$ cat src/rtl/dchain_pkg.sv
package dchain_pkg;
  localparam int WORD_W      = 32;
  localparam int LEN_W       = 16;
  localparam int IDX_W       = 16;
  localparam int BEATS       = 4;
  localparam int STRIDE_LOG2 = 4;

  typedef enum logic [1:0] {
    SY_DONE_LINKED   = 2'd0,
    SY_DONE_UNLINKED = 2'd1,
    SY_HOLD          = 2'd2,
    SY_GO            = 2'd3
  } sync_e;

  typedef struct packed {
    logic [WORD_W-1:0] buf_lo;
    logic [WORD_W-1:0] buf_hi;
    logic [1:0]        sync;
    logic              eof;
    logic [12:0]       spare;
    logic [LEN_W-1:0]  len;
    logic [IDX_W-1:0]  link;
  } desc_t;

  // word k of the descriptor sits in bits [k*32 +: 32]
  function automatic desc_t unpack_desc(input logic [BEATS*WORD_W-1:0] w);
    desc_t d;
    d.buf_lo = w[31:0];
    d.buf_hi = w[63:32];
    {d.sync, d.eof, d.spare, d.len} = w[95:64];
    d.link = w[111:96];
    return d;
  endfunction

  function automatic logic [WORD_W-1:0] status_word(input desc_t d, input logic [1:0] code);
    return {code, d.eof, d.spare, d.len};
  endfunction

  function automatic logic sync_go(input logic [1:0] s);
    return s == SY_GO;
  endfunction
endpackage

$ cat src/rtl/dchain_fetch.sv
module dchain_fetch
  import dchain_pkg::*;
#(
  parameter int AW = 32
) (
  input  logic              clk,
  input  logic              rst_n,
  input  logic              go,
  input  logic [AW-1:0]     start_addr,
  output logic              rd_valid,
  input  logic              rd_ready,
  output logic [AW-1:0]     rd_addr,
  input  logic              rsp_valid,
  input  logic [WORD_W-1:0] rsp_data,
  output logic              done,
  output desc_t             desc
);
  localparam int BW = $clog2(BEATS);

  logic                    active, waiting;
  logic [BW-1:0]           beat;
  logic [AW-1:0]           base_q;
  logic [BEATS*WORD_W-1:0] words;
  logic                    last_beat;

  assign last_beat = (beat == BW'(BEATS - 1));
  assign rd_valid  = active && !waiting;
  assign rd_addr   = base_q + AW'({beat, 2'b00});
  assign desc      = unpack_desc(words);

  always_ff @(posedge clk) begin
    if (!rst_n) begin
      active  <= 1'b0;
      waiting <= 1'b0;
      beat    <= '0;
      base_q  <= '0;
      words   <= '0;
      done    <= 1'b0;
    end else begin
      done <= 1'b0;
      if (go && !active) begin
        active  <= 1'b1;
        waiting <= 1'b0;
        beat    <= '0;
        base_q  <= start_addr;
      end else if (active) begin
        if (!waiting && rd_ready) waiting <= 1'b1;
        if (waiting && rsp_valid) begin
          words[beat*WORD_W +: WORD_W] <= rsp_data;
          waiting <= 1'b0;
          if (last_beat) begin
            active <= 1'b0;
            done   <= 1'b1;
          end else begin
            beat <= beat + 1'b1;
          end
        end
      end
    end
  end

  a_r1_word_aligned: assert property (@(posedge clk) disable iff (!rst_n)
    rd_valid |-> rd_addr[1:0] == 2'b00);
  a_r1_read_hold: assert property (@(posedge clk) disable iff (!rst_n)
    rd_valid && !rd_ready |=> rd_valid && $stable(rd_addr));
  a_r1_no_overlap_go: assert property (@(posedge clk) disable iff (!rst_n)
    go |-> !active);
endmodule

$ cat src/rtl/dchain_check.sv
module dchain_check
  import dchain_pkg::*;
(
  input  desc_t d,
  output logic  is_go,
  output logic  is_bad
);
  assign is_go  = sync_go(d.sync);
  assign is_bad = (d.buf_hi != '0) || (d.len == '0);
endmodule

$ cat src/rtl/dchain_walker.sv
module dchain_walker
  import dchain_pkg::*;
#(
  parameter int AW = 32
) (
  input  logic              clk,
  input  logic              rst_n,
  input  logic [AW-1:0]     base_ptr,
  input  logic              start,
  input  logic [IDX_W-1:0]  start_idx,
  input  logic              resume,
  output logic              req_valid,
  input  logic              req_ready,
  output logic              req_write,
  output logic [AW-1:0]     req_addr,
  output logic [WORD_W-1:0] req_wdata,
  input  logic              rsp_valid,
  input  logic [WORD_W-1:0] rsp_data,
  output logic              mv_valid,
  input  logic              mv_ready,
  output logic [WORD_W-1:0] mv_addr,
  output logic [LEN_W-1:0]  mv_len,
  output logic              mv_eof,
  input  logic              mv_done,
  output logic              walk_err
);
  localparam logic [AW-1:0] STATUS_OFS = AW'(8);
  localparam logic [AW-1:0] ALIGN_MASK = ~AW'((1 << STRIDE_LOG2) - 1);

  typedef enum logic [3:0] {
    ST_IDLE, ST_FETCH, ST_EVAL, ST_PARK, ST_OFFER,
    ST_PREF, ST_WAITD, ST_WBACK, ST_HALT
  } st_e;

  function automatic logic [AW-1:0] slot_addr(input logic [AW-1:0] b, input logic [IDX_W-1:0] i);
    return (b & ALIGN_MASK) + (AW'(i) << STRIDE_LOG2);
  endfunction

  st_e             st;
  logic [IDX_W-1:0] cur_idx;
  desc_t           cur_d, nxt_d, f_desc;
  logic            done_seen;
  logic            cur_go, cur_bad, nxt_go;
  logic            fetch_go, f_done, f_rd_valid, wb_valid;
  logic [AW-1:0]   fetch_addr, f_rd_addr;

  dchain_fetch #(.AW(AW)) u_fetch (
    .clk(clk), .rst_n(rst_n), .go(fetch_go), .start_addr(fetch_addr),
    .rd_valid(f_rd_valid), .rd_ready(req_ready), .rd_addr(f_rd_addr),
    .rsp_valid(rsp_valid), .rsp_data(rsp_data), .done(f_done), .desc(f_desc)
  );

  dchain_check u_check (.d(cur_d), .is_go(cur_go), .is_bad(cur_bad));

  assign nxt_go   = sync_go(nxt_d.sync);
  assign wb_valid = (st == ST_WBACK);
  assign mv_valid = (st == ST_OFFER);
  assign mv_addr  = cur_d.buf_lo;
  assign mv_len   = cur_d.len;
  assign mv_eof   = cur_d.eof;

  assign req_valid = f_rd_valid || wb_valid;
  assign req_write = wb_valid;
  assign req_addr  = wb_valid ? slot_addr(base_ptr, cur_idx) + STATUS_OFS : f_rd_addr;
  assign req_wdata = wb_valid ? status_word(cur_d, nxt_go ? 2'd0 : 2'd1) : '0;

  always_comb begin
    fetch_go   = 1'b0;
    fetch_addr = slot_addr(base_ptr, cur_idx);
    case (st)
      ST_IDLE, ST_HALT: if (start) begin
        fetch_go   = 1'b1;
        fetch_addr = slot_addr(base_ptr, start_idx);
      end
      ST_PARK:  fetch_go = resume;
      ST_OFFER: if (mv_ready) begin
        fetch_go   = 1'b1;
        fetch_addr = slot_addr(base_ptr, cur_d.link);
      end
      default: ;
    endcase
  end

  always_ff @(posedge clk) begin
    if (!rst_n) begin
      st        <= ST_IDLE;
      cur_idx   <= '0;
      cur_d     <= '0;
      nxt_d     <= '0;
      done_seen <= 1'b0;
      walk_err  <= 1'b0;
    end else begin
      if (mv_done && (st == ST_PREF || st == ST_WAITD)) done_seen <= 1'b1;
      case (st)
        ST_IDLE, ST_HALT: if (start) begin
          cur_idx  <= start_idx;
          walk_err <= 1'b0;
          st       <= ST_FETCH;
        end
        ST_FETCH: if (f_done) begin
          cur_d <= f_desc;
          st    <= ST_EVAL;
        end
        ST_EVAL: begin
          if (!cur_go) st <= ST_PARK;
          else if (cur_bad) begin
            walk_err <= 1'b1;
            st       <= ST_HALT;
          end else st <= ST_OFFER;
        end
        ST_PARK:  if (resume) st <= ST_FETCH;
        ST_OFFER: if (mv_ready) st <= ST_PREF;
        ST_PREF: if (f_done) begin
          nxt_d <= f_desc;
          st    <= ST_WAITD;
        end
        ST_WAITD: if (done_seen) st <= ST_WBACK;
        ST_WBACK: if (req_ready) begin
          cur_idx   <= cur_d.link;
          done_seen <= 1'b0;
          if (nxt_go) begin
            cur_d <= nxt_d;
            st    <= ST_EVAL;
          end else st <= ST_PARK;
        end
        default: st <= ST_IDLE;
      endcase
    end
  end

  a_r4_offer_hold: assert property (@(posedge clk) disable iff (!rst_n)
    mv_valid && !mv_ready |=> mv_valid && $stable(mv_addr) && $stable(mv_len) && $stable(mv_eof));
  a_r3_park_quiet: assert property (@(posedge clk) disable iff (!rst_n)
    st == ST_PARK |-> !req_valid && !mv_valid);
  a_r5_halt_quiet: assert property (@(posedge clk) disable iff (!rst_n)
    walk_err |-> !req_valid && !mv_valid);
  a_r5_offer_len: assert property (@(posedge clk) disable iff (!rst_n)
    mv_valid |-> mv_len != '0);
  a_r7_status_slot: assert property (@(posedge clk) disable iff (!rst_n)
    req_valid && req_write |-> req_addr[3:0] == 4'h8 && req_wdata[31:30] != 2'd2 && req_wdata[31:30] != 2'd3);
  a_r8_after_done: assert property (@(posedge clk) disable iff (!rst_n)
    req_valid && req_write |-> done_seen);
  a_r6_single_master: assert property (@(posedge clk) disable iff (!rst_n)
    !(f_rd_valid && wb_valid));
endmodule

$ cat config.mk
export PLATFORM = sky130hd
export DESIGN_NAME = dchain_walker
export DESIGN_NICKNAME = d
export VERILOG_FILES = /design/src/rtl/dchain_pkg.sv /design/src/rtl/dchain_fetch.sv /design/src/rtl/dchain_check.sv /design/src/rtl/dchain_walker.sv
export SDC_FILE = /design/constraint.sdc
export NUM_CORES = 1
export LEC_CHECK = 0
export ABC_CLOCK_PERIOD_IN_PS = 2700
export BUFFER_PORTS_ARGS = -buffer_cell sky130_fd_sc_hd__buf_4
export CORE_UTILIZATION = 45
export CTS_CLUSTER_DIAMETER = 40
export DETAILED_ROUTE_END_ITERATION = 10
export HOLD_SLACK_MARGIN = 0.03
export PLACE_DENSITY = 0.66
export SYNTH_ARGS = -nofsm -noshare
export SYNTH_HDL_FRONTEND = slang
export SYNTH_SLANG_ARGS = --single-unit
$ cat constraint.sdc
create_clock -name clk -period 2.7 [get_ports clk]
set_clock_uncertainty 0.2 [all_clocks]
set_input_delay 0.27 -clock clk [delete_from_list [all_inputs] [get_ports clk]]
set_output_delay 0.27 -clock clk [all_outputs]
set_load 0.1 [all_outputs]
==> results.txt, run 1 <==
----------------------------------------------------
[Synth]
  Async set or reset register ratio after synthesis ... 0%
  Most area-hungry cell type in the Yosys netlist ... sky130_fd_sc_hd__dfxtp_1
  Portion of the post-synthesis area used by sequential elements ... about two fifths
  Top-area cell type share of the netlist area ... approximately 39%
  Post-synth top cells ... 692 x sky130_fd_sc_hd__nand2_1, 391 x sky130_fd_sc_hd__dfxtp_1, 258 x sky130_fd_sc_hd__nand3_1, 229 x sky130_fd_sc_hd__a21boi_0, 167 x sky130_fd_sc_hd__clkbuf_1
  Cell with the most instances after synthesis ... sky130_fd_sc_hd__nand2_1
  Mapped cell area ... 20300 um2
  Synthesized area per cell ... 7.86 um2
  YS warnings ... 0
  Flip-flop and latch count after synthesis ... 391
  Cells taking the most area after synthesis ... sky130_fd_sc_hd__dfxtp_1 39%, sky130_fd_sc_hd__nand2_1 13%, sky130_fd_sc_hd__a21boi_0 8.5%
  Number of distinct library cells after synthesis ... 77
  Instance count of the mapped netlist ... between 2000 and 3000
  Dominant register cell in the synthesized netlist ... sky130_fd_sc_hd__dfxtp_1
  Post-synth EDFFs ... 0

[Global route]
  Met1 demand-to-capacity share in global routing ... between 30% and 40%
  Sum of overflow across all layers after global routing ... 0
  Met3 track utilization from global routing ... under 10%
  Largest net degree at the start of global routing ... 118
  Wire length of the first global-routing pass ... ~110000 um
  Highest-utilization routing layer at the global route stage ... met2
  Combined global-route utilization of all metal layers ... about 30%
  Initial antenna violation count ... 0
  Met2 usage in global routing ... 51.3%
  Vias in the first global route ... approximately 20000

[Clocking]
  Clock buffers created by TritonCTS ... 68
  Clock latency on the worst-skew pair ... 610 ps
  Total number of H-tree levels ... 3
  Clock slew at the register clock pins of the worst setup and hold paths ... roughly 40 ps
  Clock tree from TritonCTS ... yes
  Cell chosen for the clock root ... sky130_fd_sc_hd__clkbuf_16
  Sink count of the clock tree ... 391
  Maximum count of clock buffers along a single path ... 3

[Die]
  Placeable core area ... 44300 um2
  I/O pin cnt ... ~210
  Initial standard-cell utilization of the core ... between 40% and 50%
  Die area ... about 46000 um2
  Row Count ... 77
  Chip width ... between 200 and 250 um
  Die height ... 214 um

[Placed design]
  I/O Buffers ... approximately 200
  Post-Place Setup Slack ... -447 ps
  Placed cells ... around 3300
  Weighted congestion at the end of routability-driven global placement ... approximately 0.99
  Total half-perimeter wirelength after legalization and detailed placement ... 45800 um

[Routing]
  Count of TritonRoute iterations in the first routing pass ... 5
  Routed wire length ... between 70000 and 80000 um
  Average detailed-routed wire length per instance ... between 15 and 20 um
  Iteration-0 DRC Markers ... about 1600
  Remaining antenna violation count after routing ... 0
  Via count normalized by instance count ... 5.68
  DRC errors left ... 0
  Total number of vias ... a little over 20000

[Power]
  Worst voltage drop across the vdd grid ... between 0.6 and 0.7 mV
  P per Cell Area ... roughly 760 nW/um2
  Static power due to leakage ... 12.1 nW

[Finish]
  Sequential cell area ... a little under 8000 um2
  Final Non-Filler Cells ... about 3600
  Layout fillers ... about 3700
  Relative area change from synthesis to final layout ... 41.0%
  Antenna fix cells ... 0
  Fraction of layout cells with a size suffix above 1 ... 26.7%
  Total area of multi-input combinational cells ... 12500 um2
  Final #Nets ... approximately 3100

[STA]
  Least-Margin Pin Slew ... between 1000 and 1500 ps
  Final-report max-slew violation count ... 0
  Number of endpoints with negative hold slack in the final report ... 0
  Highest Clock Rate ... 0.286 GHz
  Worst-case setup margin in the final layout ... -791 ps
  Slew headroom ... between 20% and 30%
  Final period demand of the worst path ... 3490 ps
  Worst hold margin ... 80.2 ps
  RSZ-0062 raised after global routing ... yes
  Final period util ... 129%
  Setup violators final ... around 40

[Job]
  Number of violations of the max-capacitance limit ... 0

[Worst setup path]
  Critical path peak fanout ... 6
  Reg2reg path depth ... 16
  Arrival time at the worst endpoint ... about 3000 ps
  Crit end category ... output port
  Kind of start point of the critical path ... flop
  Worst reg2reg setup slack ... -440 ps
  Critical path required time ... roughly 2200 ps
  Category of the most critical setup path ... flop to output port
  Worst R2R Start ... cur_idx[0]
  Endpoint of the worst register-to-register path ... u_fetch.base_q[20]

[Min path]
  Worst min-delay path endpoint ... u_fetch.base_q[30]
  Path class of the lowest-slack min-delay path ... input pin to flop
  Hold path startpoint ... start
  Instance count along the most critical hold path ... 5

[Outcome]
  Violated checks ... setup timing
  Status ... finished, violations left

----------------------------------------------------
layout make-up:
| cell class | instances | share of cell area [%] |
|---|---|---|
| Tap cell | 592 | 2.59 |
| Clock buffer | 86 | 6.50 |
| Sequential cell | 391 | 27.4 |
| Timing Repair Buffer | 513 | 17.7 |
| Clock inverter | 38 | 1.78 |
| Inverter | 21 | 0.319 |
| Multi-Input combinational cell | 1920 | 43.7 |
per-stage QoR:
| step | TNS (ps) | cell area [um2] | utilization, % | power, mW |
|---|---|---|---|---|
| global placement | -10240 | 23700 | 53.4 | 11.5 |
| finish | -18610 | 28600 | 64.5 | 21.8 |
| global route | -22120 | 28600 | 64.5 | 22.6 |
| floorplan | -4040 | 20900 | - | 9.75 |
| detailed placement | -11810 | 23700 | 53.4 | 11.5 |
| CTS | -17380 | 28100 | 63.4 | 21.5 |
worst max-delay path by stage:
stage                            from      endpoint  slack, ps  cells past startpoint
after floorplan                 st[3]   req_addr[6]       -530                      7
after global placement    base_ptr[5]  req_addr[24]       -420                     13
after detailed placement  base_ptr[5]  req_addr[24]       -450                     13
after CTS                  cur_idx[1]  req_addr[31]       -740                     10
after global routing       cur_idx[0]  req_addr[30]       -870                     12
final                      cur_idx[0]  req_addr[22]       -790                     12
power breakdown:
group	switching, mW	leakage, nW	total, mW	internal (mW)
Clock	3.18	1.14	8.83	5.64
Combinational	3.89	7.79	6.75	2.86
Sequential	0.224	3.16	6.27	6.05
worst max-delay path, cell delays in order (launching register included):
cell and delay (ps):
sky130_fd_sc_hd__dfxtp_2 330, sky130_fd_sc_hd__ha_4 160, sky130_fd_sc_hd__inv_2 50, sky130_fd_sc_hd__fa_2 210, sky130_fd_sc_hd__nor2b_2 50, sky130_fd_sc_hd__o31a_1 360
sky130_fd_sc_hd__o31ai_4 270, sky130_fd_sc_hd__a21boi_2 140, sky130_fd_sc_hd__nor2_4 290, sky130_fd_sc_hd__nor2_4 70, sky130_fd_sc_hd__xnor2_2 150, sky130_fd_sc_hd__o21ai_4 170
sky130_fd_sc_hd__buf_12 190
per-layer routing:
| layer | part of all wire (%) | up-vias |
|---|---|---|
| met3 | 6.3 | 174 |
| met5 | 0 | - |
| met4 | 3.8 | 0 |
| met1 | 42 | 9751 |
| li1 | - | 9580 |
| met2 | 48 | 724 |
registers in the layout (all words and copies together), names as in the netlist:
register         flops
mv_eof               1
u_fetch.done         1
nxt_d              112
walk_err             1
done_seen            1
u_fetch.words      112
st                   4
cur_d               63
u_fetch.base_q      28
mv_addr             32
mv_len              16
cur_idx             16
u_fetch.waiting      1
u_fetch.beat         2
u_fetch.active       1
placed cells by master (no fill, tap or decap), types with 38 or more instances in the layout:
cell                            Yosys  routed
sky130_fd_sc_hd__clkbuf_16          0      68
sky130_fd_sc_hd__nand2_1          692     683
sky130_fd_sc_hd__o211a_1          131     131
sky130_fd_sc_hd__nor2_1            71      57
sky130_fd_sc_hd__buf_12             0      57
sky130_fd_sc_hd__dlygate4sd3_1      0      67
sky130_fd_sc_hd__buf_4             54     348
sky130_fd_sc_hd__o21ai_0           77      40
sky130_fd_sc_hd__nand3_1          258     257
sky130_fd_sc_hd__ha_1              54      38
sky130_fd_sc_hd__a21boi_0         229     228
sky130_fd_sc_hd__a21oi_1           70      58
sky130_fd_sc_hd__dfxtp_1          391     377
timing repair:
action,in CTS,in global routing
buffers inserted,32,25
hold buffers,67,0
pin swaps,79,53
endpoints found under the setup margin,89,94
endpoints found under the hold margin,179,0
resized for setup,243,67
gates cloned,4,0
cells by family (layout without fill, tap and decap cells):
| logic type | Yosys count | in the layout | share of synthesized area, % |
|---|---|---|---|
| AOI/OAI and AO/OA | 645 | 646 | 24.0 |
| xor gates and xnor gates | 63 | 63 | 2.72 |
| adders and majority gates | 57 | 57 | 3.63 |
| buffers and inverters | 271 | 658 | 6.26 |
| DFF | 391 | 391 | 38.6 |
| muxes | 4 | 4 | 0.210 |
| other | 1 | 3 | 0.0185 |
| and+or+nand+nor | 1147 | 1147 | 24.5 |
Note: power is estimated with default switching activity, not from simulation.
==> inputs of run 2 (changes only) <==
--- a/config.mk
+++ b/config.mk
@@ -8,6 +8,7 @@
 export ABC_CLOCK_PERIOD_IN_PS = 2700
 export BUFFER_PORTS_ARGS = -buffer_cell sky130_fd_sc_hd__buf_4
 export CORE_UTILIZATION = 45
+export CTS_BUF_LIST = sky130_fd_sc_hd__clkbuf_8
 export CTS_CLUSTER_DIAMETER = 40
 export DETAILED_ROUTE_END_ITERATION = 10
 export HOLD_SLACK_MARGIN = 0.03
==> constraint.sdc (replaced) <==
create_clock -name clk -period 2.7 [get_ports clk]
set_clock_uncertainty 0.2 [all_clocks]
set_input_delay 0.405 -clock clk [delete_from_list [all_inputs] [get_ports clk]]
set_output_delay 0.405 -clock clk [all_outputs]
set_load 0.1 [all_outputs]
==> results.txt, run 2 (same netlist as run 1, synthesis figures left out) <==
----------------------------------------------------
[Placed design]
  Weighted congestion at the end of routability-driven global placement ... 0.951 (-3.6%)
  Dpl cell area ... 24100 um2 (+1.7%)
  I/O Buffers ... 197 (unchanged)
  Total half-perimeter wirelength after legalization and detailed placement ... 46400 um (+1.3%)

[Routing]
  Via count normalized by instance count ... 5.62 (-1.1%)
  DRC errors left ... 0 (unchanged)
  Total number of vias ... 20100 (-0.66%)
  Count of TritonRoute iterations in the first routing pass ... 6 (+1)
  Iteration-0 DRC Markers ... 1514 (-3.6%)
  Average detailed-routed wire length per instance ... 19.5 um (-2.3%)
  Remaining antenna violation count after routing ... 0 (unchanged)
  Routed wire length ... 69900 um (-1.8%)

[Global route]
  Wire length of the first global-routing pass ... 107000 um (-3.2%)
  Largest net degree at the start of global routing ... 90 (-24%)
  Sum of overflow across all layers after global routing ... 0 (unchanged)
  Combined global-route utilization of all metal layers ... 29.0% (-1.4 points)
  Initial antenna violation count ... 1 (+1)
  Vias in the first global route ... 19700 (-0.37%)

[STA]
  Final period util ... 137% (+7.7 points)
  Worst-case setup margin in the final layout ... -998 ps (-207 ps)
  Least-Margin Pin Slew ... 646 ps (-520 ps)
  Highest Clock Rate ... 0.270 GHz (-5.6%)
  Number of endpoints with negative hold slack in the final report ... 0 (unchanged)
  Final period demand of the worst path ... 3700 ps (+207 ps)
  Setup violators final ... 50 (+22%)
  Slew headroom ... 56.8% (+34 points)
  Final-report max-slew violation count ... 0 (unchanged)
  Worst hold margin ... 71.9 ps (-8.28 ps)
  RSZ-0062 raised after global routing ... yes
  Setup_tns ... -23610 ps (-5000 ps)

[Power]
  Static power due to leakage ... 11.9 nW (-1.4%)
  P per Cell Area ... 661 nW/um2 (-13%)
  Worst voltage drop across the vdd grid ... 0.769 mV (+24%)
  Overall power ... 18.6 mW (-15%)

[Clocking]
  Maximum count of clock buffers along a single path ... 3 (unchanged)
  Clock latency on the worst-skew pair ... 630 ps (+20 ps)
  Total number of H-tree levels ... 3 (unchanged)
  Clock buffers created by TritonCTS ... 73 (+7.4%)
  Cell chosen for the clock root ... sky130_fd_sc_hd__clkbuf_8
  Clock tree from TritonCTS ... yes
  Sink count of the clock tree ... 391 (unchanged)
  Clock slew at the register clock pins of the worst setup and hold paths ... 60 ps (+20 ps)

[Worst setup path]
  Category of the most critical setup path ... flop to output port
  Cell-by-cell listing of the critical path ... ha_4 > a211oi_4 > or4_4 > a21oi_4 > o21a_4 > o21ai_4 > buf_6 > xor2_2 > o21ai_4 > buf_12
  Cell seen most often among critical-path stages ... sky130_fd_sc_hd__o21ai_4
  Crit end category ... output port
  Cell with the biggest individual delay on the critical path ... sky130_fd_sc_hd__or4_4
  Worst stage delay on the critical path ... 560 ps (+200 ps)
  Top delay family on crit path ... compound AO/OA/AOI/OAI gates
  Critical path peak fanout ... 4 (-2)
  Critical path required time ... 2100 ps (-130 ps)
  Arrival time at the worst endpoint ... 3090 ps (+70 ps)
  Crit path buffers/inverters ... 2 (unchanged)
  Kind of start point of the critical path ... flop

[Finish]
  Final #Nets ... 3080 (+0.65%)
  Most common cell after layout, fill and taps aside ... sky130_fd_sc_hd__nand2_1
  Relative area change from synthesis to final layout ... 38.9%
  Final instance area ... 28200 um2 (-1.5%)
  Commonest cells after routing, fill and taps aside ... 683 x sky130_fd_sc_hd__nand2_1, 375 x sky130_fd_sc_hd__dfxtp_1, 345 x sky130_fd_sc_hd__buf_4
  Largest registers in the final layout ... nxt_d (112), u_fetch.words (112), cur_d (63)
  Fraction of layout cells with a size suffix above 1 ... 27.3% (+0.56 points)

[Die]
  Chip width ... 214 um (unchanged)
  I/O pin cnt ... 205 (unchanged)
  Row Count ... 77 (unchanged)
  Die area ... 45900 um2 (unchanged)
  Initial standard-cell utilization of the core ... 45.8% (unchanged)
  Die height ... 214 um (unchanged)
  Placeable core area ... 44300 um2 (unchanged)

[Min path]
  Path class of the lowest-slack min-delay path ... input pin to flop

[Job]
  Number of violations of the max-capacitance limit ... 0 (unchanged)

[Outcome]
  Violated checks ... setup timing
  Status ... finished, violations left

----------------------------------------------------
## run 2: cell count changes in the layout (fill, tap and decap cells not counted), sizes merged
cell	before	now
bufinv	7	3
bufbuf	3	1
diode	0	1
buf	443	462
inv	33	46
clkinv	12	9
dlygate4sd3	67	63
clkinvlp	7	6
clkbuf	86	85
a21oi	76	75
## run 2: timing repair
action / 4_1_cts / 5_1_grt
hold buffers: 63 / 0
cloned: 1 / 5
resized for setup: 200 / 188
setup endpoints to repair: 81 / 81
pin swaps: 64 / 96
buffers inserted: 18 / 30
endpoints found under the hold margin: 155 / 0
## run 2: cell type report
cell class	instances	area, um2
tap	592	741
antenna	1	2.50
multi-input combinational	1919	12600
fill	3717	16200
clock buffer	82	1130
sequential	391	7870
inverter	21	95.1
timing repair buffer	529	5400
clock inverter	43	299
## run 2: metal layers
layer	wire length (um)	part of all wire [%]	global-route usage [%]	vias to the layer above
met5	0	0	0	-
met4	2130	3.0	9.33	0
met3	4230	6.1	4.57	135
met2	34000	49	49.8	684
met1	29500	42	37.0	9692
li1	-	-	-	9584
## run 2: worst paths after layout
kind,slack [ps],to,startpoint,depth (start not counted)
setup reg to reg,-350,u_fetch.base_q[20],cur_idx[0],15
setup / recovery,-1000,req_addr[23],cur_idx[1],10
hold reg to reg,260,nxt_d[31],nxt_d[31],2
hold / removal,70,u_fetch.base_q[26],base_ptr[26],5
## run 2: metrics by stage
stage               cells  utilization, %  setup slack (ps)
floorplan            2581               -              -467
global placement     3350            54.3              -657
detailed placement   3350            54.3              -670
CTS                  3551            61.2              -997
global route         3577            63.5             -1090
finish               3578            63.6              -998
## run 2: power breakdown
group | internal, mW | switching, mW | total [mW]
clock network | 3.09 | 2.58 | 5.67
registers | 6.05 | 0.248 | 6.30
logic | 2.86 | 3.79 | 6.65
## run 2: worst register-to-register path, stage by stage, from the launching register on
cell                       delay, ps
sky130_fd_sc_hd__dfxtp_2         350
sky130_fd_sc_hd__ha_4            140
sky130_fd_sc_hd__inv_2            30
sky130_fd_sc_hd__fa_2            350
sky130_fd_sc_hd__nor2b_2         170
sky130_fd_sc_hd__o31a_1          290
sky130_fd_sc_hd__o31ai_4         100
sky130_fd_sc_hd__buf_4           160
sky130_fd_sc_hd__a21boi_4        170
sky130_fd_sc_hd__buf_6           110
sky130_fd_sc_hd__o211ai_1        110
sky130_fd_sc_hd__a21oi_2         170
sky130_fd_sc_hd__buf_6           150
sky130_fd_sc_hd__xnor2_2         110
sky130_fd_sc_hd__nor2_1           60
sky130_fd_sc_hd__o31a_1          260
